[config.mk]
export PLATFORM = sky130hd
export DESIGN_NAME = sram_lane_ctrl
export DESIGN_NICKNAME = d
export VERILOG_FILES = /design/src/rtl/sram_lane_pkg.sv /design/src/rtl/sram_lane_cnt.sv /design/src/rtl/sram_lane_seq.sv /design/src/rtl/sram_lane_strobe.sv /design/src/rtl/sram_lane_rdcap.sv /design/src/rtl/sram_lane_ctrl.sv
export SDC_FILE = /design/constraint.sdc
export NUM_CORES = 1
export LEC_CHECK = 0
export CORE_ASPECT_RATIO = 1.25
export CORE_MARGIN = 3
export CORE_UTILIZATION = 40
export DETAILED_ROUTE_END_ITERATION = 12
export PLACE_DENSITY_LB_ADDON = 0.08
export SLEW_MARGIN = 20
export SYNTH_ARGS = -nofsm -noshare
export SYNTH_HDL_FRONTEND = slang
export SYNTH_SLANG_ARGS = --single-unit
[constraint.sdc]
create_clock -name clk -period 4.3 [get_ports clk]
set_input_delay 0.645 -clock clk [delete_from_list [all_inputs] [get_ports clk]]
set_output_delay 0.645 -clock clk [all_outputs]
set_load 0.03 [all_outputs]
[src/rtl/sram_lane_pkg.sv]
package sram_lane_pkg;

    typedef enum logic [2:0] {
        PH_IDLE   = 3'd0,
        PH_SETUP  = 3'd1,
        PH_STROBE = 3'd2,
        PH_HOLD   = 3'd3,
        PH_DONE   = 3'd4
    } phase_e;

    // Round a nanosecond minimum up to whole clock periods.
    function automatic int ns_to_cyc(input int ns, input int period_ns);
        return (ns + period_ns - 1) / period_ns;
    endfunction

    function automatic int imax(input int a, input int b);
        return (a > b) ? a : b;
    endfunction

endpackage

[src/rtl/sram_lane_cnt.sv]
module sram_lane_cnt #(
    parameter int CW = 3
) (
    input  logic          clk,
    input  logic          rst_n,
    input  logic          load,
    input  logic [CW-1:0] load_val,
    output logic          last
);
    logic [CW-1:0] cnt_d, cnt_q;

    always_comb begin
        if (load)
            cnt_d = load_val;
        else if (cnt_q != '0)
            cnt_d = cnt_q - 1'b1;
        else
            cnt_d = cnt_q;
    end

    always_ff @(posedge clk or negedge rst_n) begin
        if (!rst_n)
            cnt_q <= '0;
        else
            cnt_q <= cnt_d;
    end

    assign last = (cnt_q == '0);
endmodule

[src/rtl/sram_lane_seq.sv]
module sram_lane_seq
    import sram_lane_pkg::*;
#(
    parameter int AW      = 19,
    parameter int DW      = 32,
    parameter int LANES   = 4,
    parameter int CW      = 3,
    parameter int RD_STB  = 4,
    parameter int WR_STB  = 3,
    parameter int RD_HOLD = 1,
    parameter int WR_HOLD = 1
) (
    input  logic             clk,
    input  logic             rst_n,
    input  logic             req_valid,
    input  logic             req_write,
    input  logic [AW-1:0]    req_addr,
    input  logic [DW-1:0]    req_wdata,
    input  logic [LANES-1:0] req_mask,
    input  logic             cnt_last,
    output phase_e           st_d,
    output phase_e           st_q,
    output logic             wr_d,
    output logic             wr_q,
    output logic [LANES-1:0] mask_d,
    output logic [LANES-1:0] mask_q,
    output logic [AW-1:0]    addr_q,
    output logic [DW-1:0]    wdata_q,
    output logic             cnt_load,
    output logic [CW-1:0]    cnt_val,
    output logic             req_ready
);
    localparam logic [CW-1:0] RD_STB_M1  = CW'(RD_STB - 1);
    localparam logic [CW-1:0] WR_STB_M1  = CW'(WR_STB - 1);
    localparam logic [CW-1:0] RD_HOLD_M1 = CW'(RD_HOLD - 1);
    localparam logic [CW-1:0] WR_HOLD_M1 = CW'(WR_HOLD - 1);

    typedef struct packed {
        phase_e           st;
        logic             wr;
        logic [LANES-1:0] mask;
        logic [AW-1:0]    addr;
        logic [DW-1:0]    wdata;
    } seq_t;

    seq_t seq_d, seq_q;

    always_comb begin
        seq_d    = seq_q;
        cnt_load = 1'b0;
        cnt_val  = '0;
        unique case (seq_q.st)
            PH_IDLE: begin
                if (req_valid) begin
                    seq_d.st    = PH_SETUP;
                    seq_d.wr    = req_write;
                    seq_d.mask  = req_mask;
                    seq_d.addr  = req_addr;
                    seq_d.wdata = req_wdata;
                    cnt_load    = 1'b1;
                    cnt_val     = '0;
                end
            end
            PH_SETUP: begin
                if (cnt_last) begin
                    seq_d.st = PH_STROBE;
                    cnt_load = 1'b1;
                    cnt_val  = seq_q.wr ? WR_STB_M1 : RD_STB_M1;
                end
            end
            PH_STROBE: begin
                if (cnt_last) begin
                    seq_d.st = PH_HOLD;
                    cnt_load = 1'b1;
                    cnt_val  = seq_q.wr ? WR_HOLD_M1 : RD_HOLD_M1;
                end
            end
            PH_HOLD: begin
                if (cnt_last)
                    seq_d.st = PH_DONE;
            end
            PH_DONE: begin
                seq_d.st = PH_IDLE;
            end
            default: begin
                seq_d.st = PH_IDLE;
            end
        endcase
    end

    always_ff @(posedge clk or negedge rst_n) begin
        if (!rst_n) begin
            seq_q.st    <= PH_IDLE;
            seq_q.wr    <= 1'b0;
            seq_q.mask  <= '0;
            seq_q.addr  <= '0;
            seq_q.wdata <= '0;
        end else begin
            seq_q <= seq_d;
        end
    end

    assign st_d      = seq_d.st;
    assign st_q      = seq_q.st;
    assign wr_d      = seq_d.wr;
    assign wr_q      = seq_q.wr;
    assign mask_d    = seq_d.mask;
    assign mask_q    = seq_q.mask;
    assign addr_q    = seq_q.addr;
    assign wdata_q   = seq_q.wdata;
    assign req_ready = (seq_q.st == PH_IDLE);
endmodule

[src/rtl/sram_lane_strobe.sv]
module sram_lane_strobe
    import sram_lane_pkg::*;
#(
    parameter int LANES = 4
) (
    input  logic             clk,
    input  logic             rst_n,
    input  phase_e           st_d,
    input  logic             wr_d,
    input  logic [LANES-1:0] mask_d,
    output logic [LANES-1:0] ce_n,
    output logic [LANES-1:0] we_n,
    output logic             oe_n,
    output logic             dq_oe
);
    typedef struct packed {
        logic [LANES-1:0] ce_n;
        logic [LANES-1:0] we_n;
        logic             oe_n;
        logic             dq_oe;
    } stb_t;

    stb_t stb_d, stb_q;
    logic strobing;
    logic lane_ce_n_d [LANES];
    logic lane_we_n_d [LANES];

    assign strobing = (st_d == PH_STROBE);

    // Each lane decodes its own strobes from the phase and its mask bit.
    for (genvar g = 0; g < LANES; g++) begin : g_lane
        assign lane_ce_n_d[g] = !(strobing && mask_d[g]);
        assign lane_we_n_d[g] = !(strobing && mask_d[g] && wr_d);
    end

    always_comb begin
        for (int i = 0; i < LANES; i++) begin
            stb_d.ce_n[i] = lane_ce_n_d[i];
            stb_d.we_n[i] = lane_we_n_d[i];
        end
        stb_d.oe_n  = !(strobing && !wr_d && (mask_d != '0));
        stb_d.dq_oe = wr_d && ((st_d == PH_SETUP) || (st_d == PH_STROBE) ||
                               (st_d == PH_HOLD));
    end

    always_ff @(posedge clk or negedge rst_n) begin
        if (!rst_n) begin
            stb_q.ce_n  <= '1;
            stb_q.we_n  <= '1;
            stb_q.oe_n  <= 1'b1;
            stb_q.dq_oe <= 1'b0;
        end else begin
            stb_q <= stb_d;
        end
    end

    assign ce_n  = stb_q.ce_n;
    assign we_n  = stb_q.we_n;
    assign oe_n  = stb_q.oe_n;
    assign dq_oe = stb_q.dq_oe;
endmodule

[src/rtl/sram_lane_rdcap.sv]
module sram_lane_rdcap #(
    parameter int LANES = 4,
    parameter int LW    = 8
) (
    input  logic                clk,
    input  logic                rst_n,
    input  logic                cap_en,
    input  logic [LANES-1:0]    mask,
    input  logic [LANES*LW-1:0] dq_in,
    output logic [LANES*LW-1:0] rdata
);
    logic [LANES*LW-1:0] rd_d, rd_q;

    for (genvar g = 0; g < LANES; g++) begin : g_cap
        always_comb begin
            if (cap_en)
                rd_d[g*LW +: LW] = mask[g] ? dq_in[g*LW +: LW] : '0;
            else
                rd_d[g*LW +: LW] = rd_q[g*LW +: LW];
        end
    end

    always_ff @(posedge clk or negedge rst_n) begin
        if (!rst_n)
            rd_q <= '0;
        else
            rd_q <= rd_d;
    end

    assign rdata = rd_q;
endmodule

[src/rtl/sram_lane_ctrl.sv]
module sram_lane_ctrl
    import sram_lane_pkg::*;
#(
    parameter int CLK_PERIOD_NS = 8,
    parameter int AW            = 19,
    parameter int LANES         = 4,
    parameter int LW            = 8,
    parameter int T_READ_NS     = 25,
    parameter int T_OE_NS       = 10,
    parameter int T_WPULSE_NS   = 20,
    parameter int T_WGAP_NS     = 5,
    parameter int T_HOLD_NS     = 2,
    parameter int T_WCYC_NS     = 25
) (
    input  logic                clk,
    input  logic                rst_n,
    input  logic                req_valid,
    input  logic                req_write,
    input  logic [AW-1:0]       req_addr,
    input  logic [LANES*LW-1:0] req_wdata,
    input  logic [LANES-1:0]    req_mask,
    output logic                req_ready,
    output logic                rsp_done,
    output logic [LANES*LW-1:0] rsp_rdata,
    output logic [AW-1:0]       mem_addr,
    output logic [LANES-1:0]    mem_ce_n,
    output logic [LANES-1:0]    mem_we_n,
    output logic                mem_oe_n,
    output logic [LANES*LW-1:0] mem_dq_out,
    output logic                mem_dq_oe,
    input  logic [LANES*LW-1:0] mem_dq_in
);
    localparam int DW      = LANES * LW;
    localparam int RD_STB  = ns_to_cyc(imax(T_READ_NS, T_OE_NS), CLK_PERIOD_NS);
    localparam int WR_STB  = ns_to_cyc(T_WPULSE_NS, CLK_PERIOD_NS);
    localparam int RD_HOLD = 1;
    localparam int WR_HOLD = imax(imax(1, ns_to_cyc(T_WGAP_NS, CLK_PERIOD_NS)),
                                  imax(ns_to_cyc(T_HOLD_NS, CLK_PERIOD_NS),
                                       ns_to_cyc(T_WCYC_NS, CLK_PERIOD_NS) - 1 - WR_STB));
    localparam int MAX_CYC = imax(imax(RD_STB, WR_STB), imax(RD_HOLD, WR_HOLD));
    localparam int CW      = imax(1, $clog2(MAX_CYC + 1));

    phase_e           st_d, st_q;
    logic             wr_d, wr_q;
    logic [LANES-1:0] mask_d, mask_q;
    logic             cnt_load, cnt_last;
    logic [CW-1:0]    cnt_val;
    logic             cap_en;

    sram_lane_seq #(
        .AW(AW), .DW(DW), .LANES(LANES), .CW(CW),
        .RD_STB(RD_STB), .WR_STB(WR_STB),
        .RD_HOLD(RD_HOLD), .WR_HOLD(WR_HOLD)
    ) u_seq (
        .clk       (clk),
        .rst_n     (rst_n),
        .req_valid (req_valid),
        .req_write (req_write),
        .req_addr  (req_addr),
        .req_wdata (req_wdata),
        .req_mask  (req_mask),
        .cnt_last  (cnt_last),
        .st_d      (st_d),
        .st_q      (st_q),
        .wr_d      (wr_d),
        .wr_q      (wr_q),
        .mask_d    (mask_d),
        .mask_q    (mask_q),
        .addr_q    (mem_addr),
        .wdata_q   (mem_dq_out),
        .cnt_load  (cnt_load),
        .cnt_val   (cnt_val),
        .req_ready (req_ready)
    );

    sram_lane_cnt #(.CW(CW)) u_cnt (
        .clk      (clk),
        .rst_n    (rst_n),
        .load     (cnt_load),
        .load_val (cnt_val),
        .last     (cnt_last)
    );

    sram_lane_strobe #(.LANES(LANES)) u_stb (
        .clk    (clk),
        .rst_n  (rst_n),
        .st_d   (st_d),
        .wr_d   (wr_d),
        .mask_d (mask_d),
        .ce_n   (mem_ce_n),
        .we_n   (mem_we_n),
        .oe_n   (mem_oe_n),
        .dq_oe  (mem_dq_oe)
    );

    // Sample on the final strobe cycle of a read.
    assign cap_en = (st_q == PH_STROBE) && cnt_last && !wr_q;

    sram_lane_rdcap #(.LANES(LANES), .LW(LW)) u_cap (
        .clk    (clk),
        .rst_n  (rst_n),
        .cap_en (cap_en),
        .mask   (mask_q),
        .dq_in  (mem_dq_in),
        .rdata  (rsp_rdata)
    );

    assign rsp_done = (st_q == PH_DONE);
endmodule

==> metrics <==
GPL Wtd Cong=0.751; Setup Fix Bufs, Post-CTS=0; RR Startpoint=u_seq.st_q[2]$_DFF_PN0_; Worst EP arrival=1.98 ns; hold buffers post-CTS=0; main area contributors after synthesis=dfrtp_1 55%, nand2_1 17%, mux2i_1 7.5%; most common cell in the netlist=nand2_1; Synth Warn #=0; Yosys top cell area share=55.4%; Post-DP Area=6200 µm²; die height=122 µm; Syn Area/Cell=9.90 µm²; Initial Util=41.8%; minimum clock period=2.63 ns; HPWL after detailed placement=7730 µm; WL/cell=14.7 µm; EDFF count, synth=0; relative slew slack=50.6%; Tot Pwr=0.00523 W; Core ar.=10,300 µm²; ys flop type=dfrtp_1; synth cell count leaders=194 x nand2_1, 95 x dfrtp_1, 35 x inv_1, 32 x mux2i_1, 13 x buf_2; FF-to-FF setup slack=2.04 ns; library cells used by synthesis=35; Seq/Total Area, Yosys=61.0%; Crit Path Class=reg -> out; PostCTS Resize Cnt=0; Leak=2.99 nW; CP Max Fanout=13; post-synthesis async set-or-reset flop share=100%; design area=6480 µm²; 1st-iter DRT viols=104; unrepaired setup endpoints after global routing=no; initial antenna violation count=0; Core Util, Final=63.2%; htree depth=3; Routed WL=10,900 µm; Fillers=886; remaining global-route overflow=0; Final nets=702; clk buf depth=2; Post-Syn Instances=433; Fin. Hold Viols=0; Final Skew=0.00424 ns; CTS buffer count=9; # rows=41; reg2reg end=u_stb.oe_n$_DFF_PN1_; Hold Path Class=in -> async; first-pass GRT wire length=17,500 µm; CP Capture Type=output port; die width=98.6 µm; Mapped Area=4290 µm²; fraction of layout instances using a drive strength above 1=5.54%; clock sinks=104; Max Slew Vio Count=0; DRC Markers=0; Ant. Diodes=0; Final TNS setup=0 ns; IO Pins=186; P&R area growth vs syn=51.2%; I/O Buffers=185; area leader, netlist=dfrtp_1; Mapped Nets=526; max-cap viol count=0; status=completed; Die Footprint=12,000 µm²; critical path startpoint category=flop; Worst R2R Path Depth=4; peak supply drop=0.454 mV; Via density=4.66; fin crit share=61.1%; PwrDens=807 nW/µm²; # setup viols final=0; CTS tree=done; worst-skew pair later-pin latency=0.34 ns; largest net degree at the start of global routing=82; Clock transition at path regs=0.06 ns; Total GRT Usage=18.4%; Fmax achieved=380 MHz; Slew @ Worst Pin=0.742 ns; via count=3,460; Clock Root Buffer=clkbuf_16; Yosys reg bits=104; Pre-Repair DR Iteration Count=5; antenna-violating nets left=0; worst path required time=3.65 ns; vias in the first global route=3,508
[through the flow]
stage | hold slack (ns) | worst slack, ns | cells
floorplan | 0.349 | 2.29 | 433
global placement | 0.458 | 1.51 | 727
detailed placement | 0.461 | 1.51 | 727
CTS | 0.477 | 1.67 | 743
global route | 0.406 | 1.57 | 743
finish | 0.330 | 1.67 | 743
[layer usage]
metal	wire, µm	global-route usage, %
met1	4440	22.6
met2	5760	32.5
met3	583	3.72
met4	138	6.15
met5	0	0
[worst max path at each step]
| stage | startpoint | depth (start not counted) | slack [ns] | to |
|---|---|---|---|---|
| final | u_seq.st_q[2]$_DFF_PN0_ | 2 | 1.67 | rsp_done |
| after CTS | u_seq.st_q[2]$_DFF_PN0_ | 2 | 1.67 | rsp_done |
| after global placement | req_valid | 4 | 1.51 | u_cnt.cnt_q[1]$_DFFE_PN0P_ |
| after floorplan | u_seq.st_q[0]$_DFF_PN0_ | 2 | 2.29 | rsp_done |
| after detailed placement | req_valid | 4 | 1.51 | u_cnt.cnt_q[1]$_DFFE_PN0P_ |
| after global routing | u_seq.st_q[2]$_DFF_PN0_ | 2 | 1.57 | rsp_done |
[registers in the layout, indices dropped and copies added, names as in the netlist]
signal / flops
u_cap.rdata: 32
u_cnt.cnt_q: 3
u_seq.addr_q: 19
u_seq.mask_q: 4
u_seq.st_q: 3
u_seq.wdata_q: 32
u_seq.wr_q: 1
u_stb.ce_n: 4
u_stb.dq_oe: 1
u_stb.oe_n: 1
u_stb.we_n: 4
[cells by family (layout without fill, tap and decap cells)]
family | Yosys count | in the layout | synth area share [%]
compound gates | 10 | 10 | 1.78
xor+xnor | 1 | 1 | 0.204
fa+ha+maj | 2 | 2 | 0.584
buf+inv | 58 | 239 | 5.98
flops | 104 | 104 | 61.0
mux | 37 | 37 | 8.78
simple gates | 221 | 221 | 21.7
[cells in the final DEF (no fill, tap or decap), types with 2 or more instances in the layout]
| master | netlist | layout |
|---|---|---|
| nand2b_1 | 2 | 2 |
| nand3_1 | 4 | 4 |
| o21ai_0 | 2 | 2 |
| and3_1 | 2 | 2 |
| ha_1 | 2 | 2 |
| mux2_2 | 5 | 5 |
| nor3_1 | 2 | 2 |
| clkbuf_16 | 0 | 9 |
| nor4_1 | 2 | 2 |
| a21oi_1 | 3 | 3 |
| buf_4 | 4 | 3 |
| clkdlybuf4s50_1 | 0 | 184 |
| dfrtp_1 | 95 | 95 |
| nor2_1 | 3 | 3 |
| clkbuf_8 | 0 | 3 |
| dfstp_2 | 9 | 9 |
| mux2i_1 | 32 | 32 |
| or3b_1 | 2 | 2 |
| nand2_1 | 194 | 194 |
| inv_1 | 35 | 35 |
| nor3b_1 | 3 | 3 |
| clkbuf_1 | 1 | 4 |
[area by class of cell]
cell class / count / area (µm²) / share of cell area, %
Sequential cell: 104 / 2610 / 40.3
Timing Repair Buffer: 188 / 1880 / 28.9
Multi-Input combinational cell: 271 / 1420 / 21.9
Clock buffer: 16 / 282 / 4.34
Tap cell: 129 / 161 / 2.49
Inverter: 35 / 131 / 2.03
[critical path: stages (launching register included)]
cell and delay, ns:
dfrtp_1 0.70, nor3b_1 0.24, clkdlybuf4s50_1 0.70
[where the power goes]
part | total (W) | internal [W] | switching [W]
logic | 0.00268 | 0.00111 | 0.00157
registers | 0.00178 | 0.00146 | 0.000322
clock network | 0.000774 | 0.000442 | 0.000332
No activity file was read; power rests on OpenSTA's default activity.
